--- src/rtl/pmc_pkg.sv ---
// Package: shared types for the power mode controller.
// Assumes: SFR data is one byte wide.
package pmc_pkg;

    localparam int SFR_DW = 8;

    // Operating mode of the controller
    typedef enum logic [1:0] {
        MODE_RUN    = 2'd0,
        MODE_IDLE   = 2'd1,
        MODE_PDOWN  = 2'd2,
        MODE_SETTLE = 2'd3
    } pm_mode_t;

    // How execution resumes after a wake
    typedef enum logic {
        CAUSE_RESET = 1'b0,
        CAUSE_IRQ   = 1'b1
    } wake_cause_t;

endpackage

--- src/rtl/pmc_sync.sv ---
// Module: two-flop synchroniser for asynchronous input pins.
// Assumes: the pins rest at RST_VAL, which the flops take in reset.
module pmc_sync #(
    parameter int          WIDTH   = 2,
    parameter logic [WIDTH-1:0] RST_VAL = '1
) (
    input  logic             clk,
    input  logic             rst_n,
    input  logic [WIDTH-1:0] d_async,
    output logic [WIDTH-1:0] q_sync
);

    logic [WIDTH-1:0] stage1;

    // Two-stage capture of the asynchronous pins
    always_ff @(posedge clk) begin
        if (!rst_n) begin
            stage1 <= RST_VAL;
            q_sync <= RST_VAL;
        end else begin
            stage1 <= d_async;
            q_sync <= stage1;
        end
    end

endmodule

--- src/rtl/pmc_regs.sv ---
// Module: power control and configuration registers on the SFR bus.
// The request bits of the power control register are not stored. A write
// that sets them produces a one-cycle strobe and the bits read back as 0.
// Assumes: reads are combinational from sfr_addr.
module pmc_regs
    import pmc_pkg::*;
#(
    parameter int                ADDR_W    = 8,
    parameter logic [ADDR_W-1:0] PCON_ADDR = 8'h87,
    parameter logic [ADDR_W-1:0] SCFG_ADDR = 8'hBF
) (
    input  logic              clk,
    input  logic              rst_n,
    input  logic [ADDR_W-1:0] sfr_addr,
    input  logic              sfr_wr,
    input  logic [SFR_DW-1:0] sfr_wdata,
    output logic [SFR_DW-1:0] sfr_rdata,
    output logic              req_idle,
    output logic              req_pdown,
    output logic              pd_wake_en
);

    localparam int               IDLE_BIT    = 0;
    localparam int               PDOWN_BIT   = 1;
    localparam int               WAKE_EN_BIT = 4;
    localparam logic [SFR_DW-1:0] PCON_KEEP  = 8'h8C;
    localparam logic [SFR_DW-1:0] SCFG_KEEP  = 8'h97;
    localparam logic [SFR_DW-1:0] PCON_RST   = 8'h00;
    localparam logic [SFR_DW-1:0] SCFG_RST   = 8'h02;

    logic [SFR_DW-1:0] pcon_q;
    logic [SFR_DW-1:0] scfg_q;
    logic              wr_pcon;
    logic              wr_scfg;

    // Address decode of the write strobe
    always_comb begin
        wr_pcon = sfr_wr && (sfr_addr == PCON_ADDR);
        wr_scfg = sfr_wr && (sfr_addr == SCFG_ADDR);
    end

    // Storage of the kept bits of both registers
    always_ff @(posedge clk) begin
        if (!rst_n) begin
            pcon_q <= PCON_RST;
            scfg_q <= SCFG_RST;
        end else begin
            if (wr_pcon) pcon_q <= sfr_wdata & PCON_KEEP;
            if (wr_scfg) scfg_q <= sfr_wdata & SCFG_KEEP;
        end
    end

    // Mode request strobes taken straight from the write
    always_comb begin
        req_idle  = wr_pcon && sfr_wdata[IDLE_BIT];
        req_pdown = wr_pcon && sfr_wdata[PDOWN_BIT];
    end

    assign pd_wake_en = scfg_q[WAKE_EN_BIT];

    // Read multiplexer
    always_comb begin
        if (sfr_addr == PCON_ADDR)      sfr_rdata = pcon_q;
        else if (sfr_addr == SCFG_ADDR) sfr_rdata = scfg_q;
        else                            sfr_rdata = '0;
    end

endmodule

--- src/rtl/pmc_fsm.sv ---
// Module: power mode sequencer. It holds the run, idle, power-down and
// settle modes, the settle counter and the wake report.
// Assumes: STAB_CYCLES >= 1, and the pin inputs are already synchronised.
module pmc_fsm
    import pmc_pkg::*;
#(
    parameter int NUM_IRQ     = 8,
    parameter int STAB_CYCLES = 16,
    parameter int EX0_IDX     = 0,
    parameter int EX1_IDX     = 2
) (
    input  logic               clk,
    input  logic               rst_n,
    input  logic               req_idle,
    input  logic               req_pdown,
    input  logic [NUM_IRQ-1:0] irq_pend,
    input  logic [NUM_IRQ-1:0] irq_en,
    input  logic               irq_glob_en,
    input  logic [1:0]         pin_n_sync,
    input  logic               pd_wake_en,
    output logic               cpu_clk_en,
    output logic               per_clk_en,
    output logic               osc_en,
    output logic               wake_valid,
    output logic               wake_cause,
    output logic [1:0]         wake_src
);

    localparam int CNT_W = $clog2(STAB_CYCLES + 1);
    localparam logic [CNT_W-1:0] CNT_LOAD = CNT_W'(STAB_CYCLES - 1);

    pm_mode_t         mode_q, mode_nx;
    logic [CNT_W-1:0] cnt_q;
    logic [1:0]       src_hold;
    logic             idle_wake;
    logic [1:0]       pin_hit;
    logic             pd_wake;
    logic [1:0]       pin_pick;
    logic             settle_done;

    // Wake conditions for idle and for power-down
    always_comb begin
        idle_wake   = irq_glob_en && |(irq_pend & irq_en);
        pin_hit[0]  = !pin_n_sync[0] && irq_en[EX0_IDX];
        pin_hit[1]  = !pin_n_sync[1] && irq_en[EX1_IDX];
        pd_wake     = irq_glob_en && pd_wake_en && |pin_hit;
        pin_pick    = pin_hit[0] ? 2'b01 : (pin_hit[1] ? 2'b10 : 2'b00);
        settle_done = (mode_q == MODE_SETTLE) && (cnt_q == '0);
    end

    // Next-mode selection, with power-down taking priority over idle
    always_comb begin
        mode_nx = mode_q;
        unique case (mode_q)
            MODE_RUN: begin
                if (req_pdown)     mode_nx = MODE_PDOWN;
                else if (req_idle) mode_nx = MODE_IDLE;
            end
            MODE_IDLE:   if (idle_wake)   mode_nx = MODE_RUN;
            MODE_PDOWN:  if (pd_wake)     mode_nx = MODE_SETTLE;
            MODE_SETTLE: if (settle_done) mode_nx = MODE_RUN;
        endcase
    end

    // Mode register
    always_ff @(posedge clk) begin
        if (!rst_n) mode_q <= MODE_RUN;
        else        mode_q <= mode_nx;
    end

    // Settle counter and capture of the winning pin
    always_ff @(posedge clk) begin
        if (!rst_n) begin
            cnt_q    <= '0;
            src_hold <= '0;
        end else if (mode_q == MODE_PDOWN && pd_wake) begin
            cnt_q    <= CNT_LOAD;
            src_hold <= pin_pick;
        end else if (mode_q == MODE_SETTLE && cnt_q != '0) begin
            cnt_q    <= cnt_q - 1'b1;
        end
    end

    // Wake report: a reset restart is shown as a pulse out of reset
    always_ff @(posedge clk) begin
        if (!rst_n) begin
            wake_valid <= 1'b1;
            wake_cause <= CAUSE_RESET;
            wake_src   <= '0;
        end else begin
            wake_valid <= 1'b0;
            if (mode_q == MODE_IDLE && idle_wake) begin
                wake_valid <= 1'b1;
                wake_cause <= CAUSE_IRQ;
                wake_src   <= '0;
            end else if (settle_done) begin
                wake_valid <= 1'b1;
                wake_cause <= CAUSE_IRQ;
                wake_src   <= src_hold;
            end
        end
    end

    // Clock enables decoded from the mode register
    always_comb begin
        cpu_clk_en = (mode_q == MODE_RUN);
        per_clk_en = (mode_q == MODE_RUN) || (mode_q == MODE_IDLE);
        osc_en     = per_clk_en;
    end

endmodule

--- src/rtl/pmc_top.sv ---
// Module: top level of the power mode controller. It ties the SFR
// registers, the pin synchroniser and the mode sequencer together.
// Assumes: clk keeps running in every mode; rst_n is synchronous.
module pmc_top
    import pmc_pkg::*;
#(
    parameter int                ADDR_W      = 8,
    parameter int                NUM_IRQ     = 8,
    parameter int                STAB_CYCLES = 16,
    parameter int                EX0_IDX     = 0,
    parameter int                EX1_IDX     = 2,
    parameter logic [ADDR_W-1:0] PCON_ADDR   = 8'h87,
    parameter logic [ADDR_W-1:0] SCFG_ADDR   = 8'hBF
) (
    input  logic               clk,
    input  logic               rst_n,
    input  logic [ADDR_W-1:0]  sfr_addr,
    input  logic               sfr_wr,
    input  logic [7:0]         sfr_wdata,
    output logic [7:0]         sfr_rdata,
    input  logic [NUM_IRQ-1:0] irq_pend,
    input  logic [NUM_IRQ-1:0] irq_en,
    input  logic               irq_glob_en,
    input  logic [1:0]         ext_int_n,
    output logic               cpu_clk_en,
    output logic               per_clk_en,
    output logic               osc_en,
    output logic               wake_valid,
    output logic               wake_cause,
    output logic [1:0]         wake_src
);

    logic       req_idle;
    logic       req_pdown;
    logic       pd_wake_en;
    logic [1:0] pin_n_sync;

    pmc_regs #(
        .ADDR_W    (ADDR_W),
        .PCON_ADDR (PCON_ADDR),
        .SCFG_ADDR (SCFG_ADDR)
    ) u_regs (
        .clk        (clk),
        .rst_n      (rst_n),
        .sfr_addr   (sfr_addr),
        .sfr_wr     (sfr_wr),
        .sfr_wdata  (sfr_wdata),
        .sfr_rdata  (sfr_rdata),
        .req_idle   (req_idle),
        .req_pdown  (req_pdown),
        .pd_wake_en (pd_wake_en)
    );

    pmc_sync #(
        .WIDTH   (2),
        .RST_VAL (2'b11)
    ) u_pin_sync (
        .clk     (clk),
        .rst_n   (rst_n),
        .d_async (ext_int_n),
        .q_sync  (pin_n_sync)
    );

    pmc_fsm #(
        .NUM_IRQ     (NUM_IRQ),
        .STAB_CYCLES (STAB_CYCLES),
        .EX0_IDX     (EX0_IDX),
        .EX1_IDX     (EX1_IDX)
    ) u_fsm (
        .clk         (clk),
        .rst_n       (rst_n),
        .req_idle    (req_idle),
        .req_pdown   (req_pdown),
        .irq_pend    (irq_pend),
        .irq_en      (irq_en),
        .irq_glob_en (irq_glob_en),
        .pin_n_sync  (pin_n_sync),
        .pd_wake_en  (pd_wake_en),
        .cpu_clk_en  (cpu_clk_en),
        .per_clk_en  (per_clk_en),
        .osc_en      (osc_en),
        .wake_valid  (wake_valid),
        .wake_cause  (wake_cause),
        .wake_src    (wake_src)
    );

endmodule

--- config.mk ---
export PLATFORM = sky130hd
export DESIGN_NAME = pmc_top
export DESIGN_NICKNAME = d
export VERILOG_FILES = /design/src/rtl/pmc_pkg.sv /design/src/rtl/pmc_sync.sv /design/src/rtl/pmc_regs.sv /design/src/rtl/pmc_fsm.sv /design/src/rtl/pmc_top.sv
export SDC_FILE = /design/constraint.sdc
export NUM_CORES = 1
export LEC_CHECK = 0
export BUFFER_PORTS_ARGS = -buffer_cell sky130_fd_sc_hd__clkbuf_2
export CAP_MARGIN = 20
export CORE_ASPECT_RATIO = 1.1
export CORE_MARGIN = 8
export CORE_UTILIZATION = 45
export DETAILED_ROUTE_END_ITERATION = 6
export PLACE_DENSITY = 0.76
export SETUP_SLACK_MARGIN = 0.02
export SYNTH_ARGS = -nofsm -noshare
export SYNTH_HDL_FRONTEND = slang
export SYNTH_SLANG_ARGS = --single-unit
--- constraint.sdc ---
create_clock -name clk -period 2 [get_ports clk]
set_input_delay 0.2 -clock clk [delete_from_list [all_inputs] [get_ports clk]]
set_output_delay 0.2 -clock clk [all_outputs]
set_load 0.05 [all_outputs]
# Yosys cells after proc, flatten, opt, wreduce, memory -nomap -nowiden
# Cells that the tools add are included.
classes:
  addsub: 1
  n_eq_ne: 9
  muxes: 15
  bitwise_logic: 2
  n_reduce_logical: 26
ops:
  columns: ["cell", "n"]
  rows:
  - ["$eq 8x8->1 const B", 2]
  - ["$mux 8", 2]
  - ["$mux 2", 7]
  - ["$logic_and 1x1->1", 13]
  - ["$and 8x8->8", 1]
  - ["$mux 4", 2]
  - ["$pmux 2 s4", 1]
  - ["$reduce_or 8->1", 1]
  - ["$ne 2x1->1 const B", 3]
  - ["$reduce_or 2->1", 3]
  - ["$logic_not 5->1", 1]
  - ["$reduce_bool 5->1", 1]
  - ["$sub 5x1->5 const B", 1]
  - ["$eq 2x2->1 const B", 2]
  - ["$reduce_and 4->1", 1]
  - ["$reduce_bool 2->1", 2]
  - ["$mux 1", 3]
  - ["$ne 3x1->1 const B", 1]
  - ["$eq 2x1->1 const B", 1]
  - ["$logic_not 1->1", 2]
  - ["$logic_not 2->1", 1]
  - ["$logic_or 1x1->1", 1]
  - ["$not 1->1", 1]
totals:
  register_bits: 25

# Logic depth before layout (Yosys ltp)
logic_depth:
  word_depth: 6
  mapped_depth: 7
  depth_no_buf: 6

# Hierarchy
# From an unflattened synthesis, not the netlist that was laid out.
unflattened:
  hier_cells: 137
  area_unflattened_um2: 1253.7
modules_own_cells:
  columns: ["mod", "n_inst", "cells_each", "area_each_um2", "seq_area_each_um2"]
  rows:
  - ["pmc_fsm", 1, 75, 668.1, 260.2]
  - ["pmc_regs", 1, 54, 480.5, 160.2]
  - ["pmc_sync", 1, 8, 105.1, 80.1]

# Worst setup path after synthesis
# OpenSTA, ideal clock, no wires.
synth_path:
  path_type: "register -> register"
  startpoint: "register u_fsm.cnt_q[0]"
  endpoint: "register u_fsm.wake_src[0]"
  setup_time_ps: 116
  arrival_time_ps: 1566
  path_slack_ps: 319
  path_stages_with_launch: 8
  period_less_slack_ps: 1681
  cell_sequence: "dfxtp_1 -> inv_1 -> ha_1 -> nor4b_4 -> and3_1 -> buf_4 -> mux2_1 -> and3_1"
synth_between:
  elab_chain_len: 2
synth_lines:
  columns: ["element", "line_no", "rtl"]
  rows:
  - ["start, declared", "pmc_fsm.sv:33", "logic [CNT_W-1:0] cnt_q;"]
  - ["start signal, assigned", "pmc_fsm.sv:80", "cnt_q <= cnt_q - 1'b1;"]
  - ["$logic_not 5->1", "pmc_fsm.sv:48", "settle_done = (mode_q == MODE_SETTLE) && (cnt_q == '0);"]
  - ["$logic_and 1x1->1", "pmc_fsm.sv:48", null]
  - ["end signal, assigned", "pmc_fsm.sv:99", "wake_src <= src_hold;"]
  - ["end, declared", "pmc_fsm.sv:26", "output logic [1:0] wake_src"]
# No other way between the ends.
# A chain may end at the register's enable or synchronous reset.

# Worst setup path in the final report
layout_path:
  startpoint: "register u_fsm.cnt_q[0]"
  endpoint: "register u_fsm.wake_src[1]"
# Same word-level chain as after synthesis.

==> impl_metrics.json <==
{
  "hpwl_mm": 2.41,
  "maxCapViolations": 0,
  "instances_no_fill": 215,
  "start_util_pct": 45.6,
  "rows": 20,
  "critical-path-top-delay-family": "simple AND/OR/NAND/NOR gates",
  "synth_edf_count": 0,
  "post_cts.repair.setup_buffers": 0,
  "core_area_sq_um": 2680,
  "areaGrowthSynthToFinish_pct": 20.9,
  "required_ps": 2240,
  "drc_errors": 0,
  "arrival_ps": 2070,
  "fin_setup_tns_ps": 0,
  "drtAntennaViolNets": 0,
  "root_buffer": "clkbuf_4",
  "wl_per_cell_microns": 13.9,
  "layout-drive-gt1-share_pct": 29.7,
  "gp_congestion": 0.766,
  "dp_cells": 211,
  "syn_avg_cell_area_sq_um": 8.71,
  "fin_skew_ps": 16.8,
  "grt_pass1_vias": 1203,
  "final.fill_count": 264,
  "die_area_sq_um": 4630,
  "drv_slew": 0,
  "mostFrequentLayoutCell": "clkbuf_2",
  "antenna_cells": 0,
  "cts_tree": "done",
  "portBuffers": 48,
  "path_class": "flip-flop to flip-flop",
  "synth_cell_type_count": 37,
  "syn-cell-area_sq_um": 1220,
  "ys_ff_latch": 25,
  "fmax_mhz": 547,
  "cp_slowest_cell": "dfxtp_1",
  "power_density_nw_per_um2": 552,
  "cts_made_buffers": 3,
  "cts.clk_slew.worst_paths_ps": 140,
  "critPathMaxStageDelay_ps": 340,
  "synth_warnings": 0,
  "worst-path-buf-inv": 1,
  "ys_seq_area_share_pct": 41.0,
  "leakagePower_nw": 0.671,
  "grt_setup_unrepaired": "false",
  "cts_buffer_depth": 2,
  "period_share_pct": 91.4,
  "wl_mm": 2.98,
  "async_flop_share_pct": 0,
  "post_cts_resized": 0,
  "synth-main-ff-cell": "dfxtp_1",
  "period_minus_slack_ps": 1830,
  "via_per_inst": 5.23,
  "antenna_found_initial": 0,
  "clock-sinks": 25,
  "outcome": "finished clean",
  "final_cell_mix": "clkbuf_2, dfxtp_1, nand3_1, a21oi_1",
  "grt_max_degree": 17,
  "grt_util_all_layers_pct": 13.5,
  "vias": 1124,
  "grt_pass1_wl_mm": 5.22,
  "cp_cell_sequence": "inv_1 > ha_1 > nor4b_4 > and3_2 > mux2_1 > and3_1",
  "crit_fanout": 6,
  "finalSetupViolCount": 0,
  "grt-ovfl-total": 0,
  "drt_iter0_drc": 43,
  "hp-class": "input port to flip-flop",
  "crit_path_start_kind": "flip-flop",
  "chipHeight_microns": 70.6,
  "final_nets": 223,
  "h-tree-depth": 1,
  "chipWidth_microns": 65.6,
  "syn_inst": 140,
  "crit_path_end_kind": "flip-flop",
  "vdd_drop_max_v": 0.000549,
  "clk_latency_ps": 320,
  "hold_buffers": 0,
  "pin_count": 53,
  "drtPass1Iterations": 4,
  "hold_viol": 0,
  "final_util_pct": 55.1
}
[synthesized netlist by cell type, types with 2 or more instances]
library cell,n,area (sq um)
buf_2,2,10.0
mux2_1,2,22.5
xnor2_1,2,17.5
mux2i_1,2,20.0
nand4_1,2,12.5
and3_1,8,50.1
a22o_1,2,17.5
dfxtp_1,25,500
a22oi_1,4,30.0
nand3_1,11,55.1
and2_1,2,12.5
nand2b_1,8,50.1
nor2b_1,2,12.5
nand3b_1,2,15.0
buf_4,4,30.0
nor3_1,4,20.0
inv_1,4,15.0
clkbuf_1,5,18.8
a21oi_1,11,55.1
o21ai_0,3,15.0
and4b_1,2,20.0
nand2_1,8,30.0
nor2_1,6,22.5
o21a_1,5,37.5
ha_1,2,25.0
[cells by family after synthesis]
group                    after synthesis  synth area share, %
multiplexers                           4                 3.49
AND/OR/NAND/NOR                       61                 29.6
other                                  1                0.307
buffers and inverters                 15                 6.05
flip-flops                            25                 41.0
adder cells (fa/ha/maj)                2                 2.05
XOR/XNOR                               3                 2.15
AO/OA/AOI/OAI                         29                 15.3
[worst register-to-register path, delay by kind of cell, from the launching register on]
| family | cells | cell delay, ps |
|---|---|---|
| adder cells (fa/ha/maj) | 1 | 170 |
| multiplexers | 1 | 330 |
| AND/OR/NAND/NOR | 3 | 800 |
| flip-flops | 1 | 340 |
| buffers and inverters | 1 | 110 |
[layer usage]
metal	share of wire, %	track usage, %	up-vias
met4	0.37	2.67	0
met2	50	23.8	34
li1	-	-	575
met5	0	0	-
met3	5.2	3.95	2
met1	44	15.4	513
[where the power goes]
group,leakage [nW],internal (mW),switching [mW]
Clock,0.0177,0.0749,0.150
Sequential,0.203,0.503,0.00142
Combinational,0.451,0.0374,0.0463
Total,0.671,0.616,0.198
[final timing paths]
check	from	cells after the start	slack (ps)	end
worst max-delay path	u_fsm.cnt_q[0]	6	170	u_fsm.wake_src[1]
worst min-delay path	ext_int_n[1]	2	70	u_pin_sync.stage1[1]
worst max register to register	u_fsm.cnt_q[0]	6	170	u_fsm.wake_src[1]
worst min register to register	u_pin_sync.stage1[1]	1	420	u_pin_sync.q_sync[1]
[stage by stage]
step	power, mW	hold slack (ps)	setup WS, ps	area (sq um)
2_1_floorplan	0.559	273	319	1220
3_3_place_gp	0.596	383	248	1450
3_5_place_dp	0.600	392	182	1450
4_1_cts	0.821	55.4	156	1470
5_1_grt	0.848	61.4	55.0	1480
6_report	0.814	67.1	172	1480
[final cells by class]
cell class	instances	area (sq um)	area share, %
clock buffer	3	22.5	1.53
clock inverter	1	5.00	0.339
inverter	4	15.0	1.02
multi-input combinational	101	651	44.1
sequential	25	500	33.9
tap	33	41.3	2.80
timing repair buffer	48	240	16.3
[state kept, by name, indices dropped and copies added (netlist names)]
register and count:
u_fsm.wake_cause 1, u_regs.pcon_q 3, u_fsm.cnt_q 5, u_fsm.wake_src 2, u_fsm.src_hold 2, u_regs.scfg_q 5
u_fsm.wake_valid 1, u_pin_sync.stage1 2, u_pin_sync.q_sync 2, u_fsm.mode_q 2
Note: power is estimated with default switching activity, not from simulation.
